File: config.mk
export PLATFORM = sky130hd
export DESIGN_NAME = rv_int_alu
export DESIGN_NICKNAME = d
export VERILOG_FILES = /design/src/rtl/rv_alu_pkg.sv /design/src/rtl/rv_alu_decode.sv /design/src/rtl/rv_alu_shifter.sv /design/src/rtl/rv_alu_datapath.sv /design/src/rtl/rv_int_alu.sv
export SDC_FILE = /design/constraint.sdc
export NUM_CORES = 1
export LEC_CHECK = 0
export BUFFER_PORTS_ARGS = -buffer_cell sky130_fd_sc_hd__buf_4
export CAP_MARGIN = 20
export CORE_UTILIZATION = 40
export DETAILED_ROUTE_END_ITERATION = 6
export PLACE_DENSITY = 0.56
export SLEW_MARGIN = 20
export SYNTH_ARGS = -nofsm -noshare
export SYNTH_HDL_FRONTEND = slang
export SYNTH_SLANG_ARGS = --single-unit
export TNS_END_PERCENT = 30
File: constraint.sdc
create_clock -name vclk -period 13.4
set_clock_uncertainty 0.05 [all_clocks]
set_input_delay 1.34 -clock vclk [all_inputs]
set_output_delay 1.34 -clock vclk [all_outputs]
set_load 0.03 [all_outputs]
File: src/rtl/rv_alu_pkg.sv
package rv_alu_pkg;
  localparam int XLEN = 32;
  localparam int SHW  = $clog2(XLEN);

  localparam logic [6:0] OPC_REG    = 7'b0110011;
  localparam logic [6:0] OPC_IMM    = 7'b0010011;
  localparam logic [6:0] OPC_LOAD   = 7'b0000011;
  localparam logic [6:0] OPC_STORE  = 7'b0100011;
  localparam logic [6:0] OPC_LUI    = 7'b0110111;
  localparam logic [6:0] OPC_AUIPC  = 7'b0010111;
  localparam logic [6:0] OPC_JAL    = 7'b1101111;
  localparam logic [6:0] OPC_JALR   = 7'b1100111;

  typedef enum logic [3:0] {
    K_ZERO, K_ADD, K_SUB, K_SLL, K_SLT, K_SLTU,
    K_XOR, K_SRL, K_SRA, K_OR, K_AND, K_PASSB
  } alu_kind_e;

  function automatic logic [XLEN-1:0] f_rev(input logic [XLEN-1:0] v);
    logic [XLEN-1:0] r;
    for (int i = 0; i < XLEN; i++) r[i] = v[XLEN-1-i];
    return r;
  endfunction

  function automatic logic f_less(input logic [XLEN-1:0] a,
                                  input logic [XLEN-1:0] b,
                                  input logic            sgn);
    logic flip;
    flip = sgn & (a[XLEN-1] ^ b[XLEN-1]);
    return flip ? a[XLEN-1] : (a < b);
  endfunction
endpackage

File: src/rtl/rv_alu_decode.sv
module rv_alu_decode
  import rv_alu_pkg::*;
(
  input  logic [6:0] opcode,
  input  logic [2:0] funct3,
  input  logic       alt_sel,
  output alu_kind_e  kind
);
  alu_kind_e arith_kind;
  logic      is_reg;

  assign is_reg = (opcode == OPC_REG);

  always_comb begin
    unique case (funct3)
      3'b000:  arith_kind = (is_reg && alt_sel) ? K_SUB : K_ADD;
      3'b001:  arith_kind = K_SLL;
      3'b010:  arith_kind = K_SLT;
      3'b011:  arith_kind = K_SLTU;
      3'b100:  arith_kind = K_XOR;
      3'b101:  arith_kind = alt_sel ? K_SRA : K_SRL;
      3'b110:  arith_kind = K_OR;
      default: arith_kind = K_AND;
    endcase
  end

  always_comb begin
    unique case (opcode)
      OPC_REG, OPC_IMM:                  kind = arith_kind;
      OPC_LOAD, OPC_STORE, OPC_AUIPC,
      OPC_JAL, OPC_JALR:                 kind = K_ADD;
      OPC_LUI:                           kind = K_PASSB;
      default:                           kind = K_ZERO;
    endcase
  end
endmodule

File: src/rtl/rv_alu_shifter.sv
module rv_alu_shifter
  import rv_alu_pkg::*;
#(
  parameter int W  = XLEN,
  parameter int AW = $clog2(W)
) (
  input  logic [W-1:0]  val,
  input  logic [AW-1:0] amt,
  input  logic          to_left,
  input  logic          arith,
  output logic [W-1:0]  shifted
);
  logic [W-1:0] stage [0:AW];
  logic         fill;

  assign stage[0] = to_left ? f_rev(val) : val;
  assign fill     = arith & ~to_left & val[W-1];

  for (genvar i = 0; i < AW; i++) begin : g_stage
    localparam int STEP = 1 << i;
    assign stage[i+1] = amt[i] ? {{STEP{fill}}, stage[i][W-1:STEP]} : stage[i];
  end

  assign shifted = to_left ? f_rev(stage[AW]) : stage[AW];
endmodule

File: src/rtl/rv_alu_datapath.sv
module rv_alu_datapath
  import rv_alu_pkg::*;
#(
  parameter int W = XLEN
) (
  input  alu_kind_e     kind,
  input  logic [W-1:0]  a,
  input  logic [W-1:0]  b,
  output logic [W-1:0]  y,
  output logic          lt_flag
);
  localparam int AW = $clog2(W);

  logic         do_sub;
  logic [W-1:0] b_eff, sum, sh_out;
  logic         signed_cmp;

  assign do_sub     = (kind == K_SUB);
  assign b_eff      = do_sub ? ~b : b;
  assign sum        = a + b_eff + {{(W-1){1'b0}}, do_sub};
  assign signed_cmp = (kind == K_SLT);
  assign lt_flag    = f_less(a, b, signed_cmp);

  rv_alu_shifter #(.W(W), .AW(AW)) u_shift (
    .val     (a),
    .amt     (b[AW-1:0]),
    .to_left (kind == K_SLL),
    .arith   (kind == K_SRA),
    .shifted (sh_out)
  );

  always_comb begin
    unique case (kind)
      K_ADD, K_SUB:       y = sum;
      K_SLL, K_SRL, K_SRA: y = sh_out;
      K_SLT, K_SLTU:      y = {{(W-1){1'b0}}, lt_flag};
      K_XOR:              y = a ^ b;
      K_OR:               y = a | b;
      K_AND:              y = a & b;
      K_PASSB:            y = b;
      default:            y = '0;
    endcase
  end
endmodule

File: src/rtl/rv_int_alu.sv
module rv_int_alu
  import rv_alu_pkg::*;
(
  input  logic [6:0]      opcode,
  input  logic [2:0]      funct3,
  input  logic            alt_sel,
  input  logic [XLEN-1:0] op_a,
  input  logic [XLEN-1:0] op_b,
  output logic [XLEN-1:0] result
);
  alu_kind_e dec_kind;
  logic      cmp_lt;

  rv_alu_decode u_dec (
    .opcode  (opcode),
    .funct3  (funct3),
    .alt_sel (alt_sel),
    .kind    (dec_kind)
  );

  rv_alu_datapath #(.W(XLEN)) u_dp (
    .kind    (dec_kind),
    .a       (op_a),
    .b       (op_b),
    .y       (result),
    .lt_flag (cmp_lt)
  );
endmodule

-- Word level (Yosys, flattened, before mapping)
Cells that the tools add are included.
Widths: inputs -> output; s select.
- flip-flop bits (word level): 0
- bits in latches: 0
- RAM bits: 0
- bits in read-only memories: 0
- input port bits: 75
- output and inout bits: 32
- logic and storage cells: 58
- memories: 0
- $add $sub $neg: 2
- multipliers: 0
- divide/modulo/power cells: 0
- order comparisons: 1
- eq/ne operators: 25
- shift-type cells: 0
- multiplexer cells: 14
- bitwise logic cells: 9
- reductions and logical operators: 7
- operators by type and width (kind ; count):
    $mux 32 ; 8
    $pmux 32 s7 ; 1
    $add 32x1->32 ; 1
    $add 32x32->32 ; 1
    $and 32x32->32 ; 1
    $lt 32x32->1 ; 1
    $not 32->32 ; 1
    $or 32x32->32 ; 1
    $xor 32x32->32 ; 1
    $pmux 4 s7 ; 1
    $eq 7x6->1 const B ; 3
    $eq 4x3->1 const B ; 4
    $eq 4x4->1 const B ; 4
    $eq 7x5->1 const B ; 2
    $eq 7x7->1 const B ; 2
    $pmux 4 s3 ; 1
    $eq 3x3->1 const B ; 3
    $eq 4x2->1 const B ; 2
    $eq 7x2->1 const B ; 1
    $eq 3x2->1 const B ; 2
    $reduce_or 2->1 ; 3
    $reduce_or 5->1 ; 1
    $eq 4x1->1 const B ; 1
    $mux 4 ; 1
    other kinds (9) ; 11

-- Depth between registers and ports, before layout
Gate-level depths: netlist of the first run.
- depth in word-level cells: 16
- depth in mapped cells: 17

-- By module
A second synthesis of the first run with hierarchy kept.
- cells, all modules: 1183
- area total of the unflattened synthesis: 8700.8 um^2
- modules (own cells, without submodules) (module ; instances ; cells an instance ; area each (um^2)):
    rv_alu_datapath ; 1 ; 695 ; 4899.7
    rv_alu_shifter ; 1 ; 461 ; 3594.7
    rv_alu_decode ; 1 ; 27 ; 206.4

-- Least setup slack after synthesis of the first run
No wires, ideal clock.
- path type: input port to output port
- start: input op_b[2]
- end: output result[31]
- arrival time: 5896 ps
- data required time: 12010 ps
- setup slack: 6114 ps
- cell stages on the path: 17
- path buffers: 5
- cell sequence: clkbuf_1 clkbuf_1 buf_2 clkbuf_1 clkbuf_1 xnor2_1 ha_1 and3b_1 and4_1 o31ai_1 o31ai_1 o211a_1 o41ai_1 o21ai_0 o41ai_1 xnor2_1 o21ai_1
- longest elaborated chain between the ends: 5
- elaborated cells between the ends (all ways): 9
- classes of those cells: 2 x add/sub; 6 x mux; 1 x bitwise
- RTL lines (what ; line ; text):
    start, declared ; rv_int_alu.sv:8 ; input logic [XLEN-1:0] op_b,
    $not 32->32 or $mux 32 (tied branches) ; rv_alu_datapath.sv:19, rv_alu_shifter.sv:21 ;
    $mux 32, on equally long branches ; rv_alu_datapath.sv:19, rv_alu_shifter.sv:21 ;
    $add 32x32->32 or $mux 32 (tied branches) ; rv_alu_datapath.sv:20, rv_alu_shifter.sv:21 ;
    $add 32x1->32 or $mux 32 (tied branches) ; rv_alu_datapath.sv:20, rv_alu_shifter.sv:24 ;
    $pmux 32 s7 (*) ; rv_alu_datapath.sv:33 ; unique case (kind)
    end, declared ; rv_int_alu.sv:9 ; output logic [XLEN-1:0] result
Every way passes the cells marked *; elsewhere a longest branch is shown, timed or not.

-- Worst setup path after layout of the first run
- start: input funct3[0]
- end: output result[31]
- longest elaborated chain between the ends: 14
- elaborated cells between the ends (all ways): 37
- classes of those cells: 2 x add/sub; 17 x eq/ne; 11 x mux; 3 x bitwise; 4 x reduce/logical
- RTL lines (what ; line ; text):
    start, declared ; rv_int_alu.sv:5 ; input logic [2:0] funct3,
    $eq 3x3->1, or another cell as far along ; rv_alu_decode.sv:15 ; unique case (funct3)
    $pmux 4 s7 (*) ; rv_alu_decode.sv:15 ;
    $pmux 4 s3 (*) ; rv_alu_decode.sv:28 ; unique case (opcode)
    branches (longest 10 deep; another with $add 32x32->32) ; -- ;
    $pmux 32 s7 (*) ; rv_alu_datapath.sv:33 ;
Every way passes the cells marked *.

==> flow_summary.toml, run 1 <==
[power]
ir_drop_mv = 0.0164
p_leak_uw = 0.00424
p_per_area_nw_per_um2 = 33.2

[detailed_routing]
vias_per_cell = 6.23
dr.pass1.iters = 5
routedWlPerCell_um = 22.5
drt_wl_total_um = 31400
final_antenna_net_count = 0
wl_met3_um = 1840
routedLengthMet1_um = 14100
routed-via-count = 8704
drc = 0
routed.top_layer = "met4"
drt-initial-drc-count = 876
met2_length_um = 14400

[min_path]
hold_class = "in2out"
min_delay_path_depth = 4
min-delay-start = "op_b[10]"
hold_path_end = "result[10]"

[worst_setup_path]
worstPathArrival_ns = 6.14
criticalPathCategory = "in2out"
worstSetupStartpointType = "input port"
endpoint_kind = "primary output"
path_max_fanout = 32
required_ns = 12.01

[layout]
drive_above_1_share_pct = 15.4
seq_cells = 0
nClkBuffers = 0
area_delta_synth_final_pct = 12.1
num_antenna_cells = 0
final-seq-area_um2 = 0
fillCellCount = 2073
multi_input_area_um2 = 7370
final_util_pct = 45.8
final_nets = 1342

[floorplanning]
die_width_um = 143
ios = 107
dieArea_um2 = 20400
core_area_um2 = 19500
die_h_um = 143
num_rows = 51
initial_utilization_pct = 40.8

[timing]
fin_tns_setup_ns = 0
worst_hold_slack_ns = 3.05
max_slew.worst_pin.slew_ns = 0.865
rsz0062_at_grt = "no"
drv_slew = 0
period_share_pct = 56.2
fmax_mhz = 133
setup_viol = 0
min_period_ns = 7.53
relSlewSlack_pct = 42.3
hold_viol = 0

[grt]
grt_pass1_wl_um = 48400
grt-ovfl-total = 0
grt_pass1_vias = 8146
grt_use_total_pct = 30.8
grt_max_degree = 70
antenna_found_initial = 0

[logic_synthesis]
synthesis.nets = 1288
netlist_instances = 1080
synth_area_leader_cell = "ha_1"
yosysWarningCount = 0
avgSynthCellArea_um2 = 7.35
synth_most_common_cell = "ha_1"
synthTopCellsByCount = "ha_1 (132), nand2_1 (89), nor2_1 (86), inv_1 (83), o21ai_0 (71)"
ys_top_cells_by_area = "ha_1 (21%), mux2i_1 (8.7%), xnor2_1 (5.5%)"
synth.cell_area_um2 = 7940
yosysUniqueCellTypes = 82
seq_area_frac_synth_pct = 0
synth_top_area_share_pct = 20.8

[clocking]
cts_setup_buffers = 0
postCtsHoldBufs = 0
cts_resized = 0

[placed_design]
io_buffers = 107
post-dp-hpwl_um = 24700
place_congestion = 0.970

[run]
cap_violations = 0

[outcome]
status = "finished clean"
power by group:
part,total [µW],switching [µW],internal [µW]
clock,0,0,0
sequential,0,0,0
combinational,296,180,116
total,296,180,116
cells by family after synthesis:
family | after synthesis | share of synthesized area, %
AOI/OAI and AO/OA | 341 | 30.5
and+or+nand+nor | 286 | 17.1
buffers and inverters | 151 | 7.77
adders and majority gates | 133 | 21.0
muxes | 108 | 16.9
xor gates and xnor gates | 61 | 6.73
cell usage in the layout (no fill, tap or decap), drive strengths merged, types with 28 or more instances in the layout:
cell / count
a21oi: 62
inv: 84
nand2: 89
xnor2: 50
ha: 132
o21ai: 77
mux2i: 70
buf: 118
a221oi: 34
nor2: 87
nor3: 28
stage by stage:
step | std cells | power [µW] | setup WS [ns] | cell area (µm²)
6_report | 1397 | 296 | 5.87 | 8910
5_1_grt | 1397 | 321 | 5.53 | 8910
4_1_cts | 1397 | 290 | 5.95 | 8900
3_5_place_dp | 1397 | 288 | 5.98 | 8900
3_3_place_gp | 1397 | 288 | 6.00 | 8900
2_1_floorplan | 1080 | 191 | 6.11 | 7940
per-layer routing:
layer / global-route usage, % / vias to the layer above
met3: 2.62 / 60
met1: 42.1 / 4159
met5: 0 / -
met2: 51.2 / 332
li1: - / 4153
met4: 8.94 / 0
cell type report:
| cell class | count | share of cell area (%) |
|---|---|---|
| Inverter | 85 | 3.58 |
| Timing Repair Buffer | 118 | 9.95 |
| Tap cell | 265 | 3.72 |
| Multi-Input combinational cell | 929 | 82.8 |
how the worst max path moves through the flow:
stage	to	startpoint
2_1_floorplan	result[31]	op_b[2]
5_1_grt	result[31]	funct3[0]
6_report	result[31]	funct3[0]
3_3_place_gp	result[31]	funct3[0]
4_1_cts	result[31]	funct3[0]
3_5_place_dp	result[31]	funct3[0]
critical path, stage by stage:
cell and delay [ns]:
buf_4 0.14, nor4_1 0.39, nand3_2 0.09, buf_4 0.32, xnor2_1 0.20, ha_1 0.37
and3b_1 0.19, and4_1 0.21, o31ai_1 0.55, o31ai_1 0.29, o211a_1 0.30, o41ai_1 0.69
o21ai_0 0.23, o41ai_1 0.36, xnor2_1 0.12, o21ai_1 0.13, buf_4 0.18
No activity file was read; power rests on OpenSTA's default activity.
==> inputs of run 2 (changes only) <==
PLACE_DENSITY = 0.58   (was 0.56)
clock period = 6 ns   (was 13.4 ns; I/O delays follow)
==> run 2 against run 1 <==
  * Die area unchanged
  * Via count up 2.0%
  * Wire length shrank 0.76%
  * Total power grew 130%
  * Non-clock buffer count is 10 higher
  * First-iteration DRC count down 0.11%
  * Count of clock-buffer cells in the layout stayed put
  * Worst hold slack got worse by 1.5 ns
  * Setup slack worse by 5.5 ns
  * Sequential cell count stayed put
  * Combinational power rose by 130%
  * Critical path depth did not move
==> flow_summary.toml, run 2 (synthesis gave the netlist of run 1 again) <==
[power]
pwr-share-comb_pct = 100.0
ir_drop_mv = 0.0296
internal-power_uw = 264
power.share.clock_pct = 0
swShare_pct = 60.4
pwr-share-seq_pct = 0
p_per_area_nw_per_um2 = 74.1
p_leak_uw = 0.00429
p_sw_uw = 402

[detailed_routing]
final_antenna_net_count = 0
drt_wl_total_um = 31200
dr.pass1.iters = 6
routed-via-count = 8881
drc = 0
routedWlPerCell_um = 22.2
vias_per_cell = 6.31
drt-initial-drc-count = 875

[layout]
num_antenna_cells = 0
layout_common_cells = "ha_1 (132), buf_4 (127), nand2_1 (89), nor2_1 (85), inv_1 (83)"
seq_cells = 0
drive_above_1_share_pct = 16.2
fillCellCount = 2043
area_delta_synth_final_pct = 13.3
multi_input_area_um2 = 7370
fin_cells = 1407
final_nets = 1352
nClkBuffers = 0
fin_area_um2 = 9000
final-seq-area_um2 = 0
layout_commonest_cell = "ha_1"

[worst_setup_path]
cpMaxStageDelayCell = "o31ai_1"
crit_family = "compound AO/OA/AOI/OAI gates"
slowest_delay_ns = 0.55
path_max_fanout = 32
worstPathArrival_ns = 5.03
crit_cells = 17
criticalPathCategory = "in2out"
startpoint = "funct3[0]"
crit_buf_inv = 3
endpoint_kind = "primary output"
required_ns = 5.35
critPathMostFrequentCell = "buf_4"
cp_cell_sequence = "buf_4 > nor4_1 > nand3_2 > buf_4 > xnor2_1 > ha_1 > a211oi_1 > nand2_1 > o31ai_1 > o31ai_1 > o211a_1 > o41ai_2 > o21ai_0 > o41ai_1 > xnor2_1 > o21ai_1 > buf_4"
worstSetupStartpointType = "input port"
crit_path_end = "result[31]"

[floorplanning]
num_rows = 51
initial_utilization_pct = 40.8
die_h_um = 143
dieArea_um2 = 20400
ios = 107
die_width_um = 143
core_area_um2 = 19500

[grt]
grt_use_total_pct = 30.2
antenna_found_initial = 0
grt_max_degree = 53
use_met1_pct = 41.9
gr-usage-met2_pct = 49.9
grt_pass1_vias = 8166
busiest_layer = "met2"
grt_pass1_wl_um = 47700
grt-ovfl-total = 0
met3_usage_pct = 1.58

[timing]
relSlewSlack_pct = 32.0
finalWorstSetupSlack_ns = 0.322
hold_viol = 0
drv_slew = 0
min_period_ns = 5.68
setup_viol = 0
fin_tns_setup_ns = 0
fmax_mhz = 176
max_slew.worst_pin.slew_ns = 1.02
rsz0062_at_grt = "no"
period_share_pct = 94.6

[run]
cap_violations = 0

[placed_design]
post-dp-hpwl_um = 24800
place_congestion = 0.978
post_dp_cell_area_um2 = 8990
place_inst = 1407
dp_slack_ns = 0.174
io_buffers = 107

[clocking]
postCtsHoldBufs = 0
cts_setup_buffers = 0
cts_resized = 0

[min_path]
min_delay_path_depth = 4
hold_class = "in2out"

[outcome]
status = "finished clean"
-- run 2: tightest hold or removal path, stage by stage --
cell	delay, ns
buf_4	0.11
a221oi_1	0.08
nand3_1	0.08
buf_4	0.16
-- run 2: layer usage --
layer	vias to the layer above	wire (µm)
met3	55	1960
met5	-	0
li1	4168	-
met1	4263	14000
met4	0	1020
met2	395	14200
-- run 2: through the flow --
stage	util [%]	total power [µW]	hold WS, ns
after CTS	46.2	653	1.57
after global routing	46.2	721	1.61
after detailed placement	46.2	649	1.56
final	46.2	666	1.57
after floorplan	-	425	1.44
after global placement	46.2	649	1.58
-- run 2: final cells by class --
type | count | share of cell area, %
Inverter | 85 | 3.55
Multi-Input combinational cell | 929 | 81.9
Tap cell | 265 | 3.69
Timing Repair Buffer | 128 | 10.8
-- run 2: how the worst min path moves through the flow --
stage                             to  slack [ns]     start
final                     result[10]        1.57  op_b[10]
after global routing      result[10]        1.61  op_b[10]
after CTS                 result[10]        1.57  op_b[10]
after detailed placement  result[10]        1.56  op_b[10]
after global placement    result[10]        1.58  op_b[10]
after floorplan           result[10]        1.44  op_b[10]
-- run 2: power by group through the flow --
| stage | Sequential [µW] | Clock (µW) | Combinational, µW |
|---|---|---|---|
| 6_report | 0 | 0 | 666 |
| 5_1_grt | 0 | 0 | 721 |
| 4_1_cts | 0 | 0 | 653 |
| 3_5_place_dp | 0 | 0 | 649 |
| 3_3_place_gp | 0 | 0 | 649 |
| 2_1_floorplan | 0 | 0 | 425 |
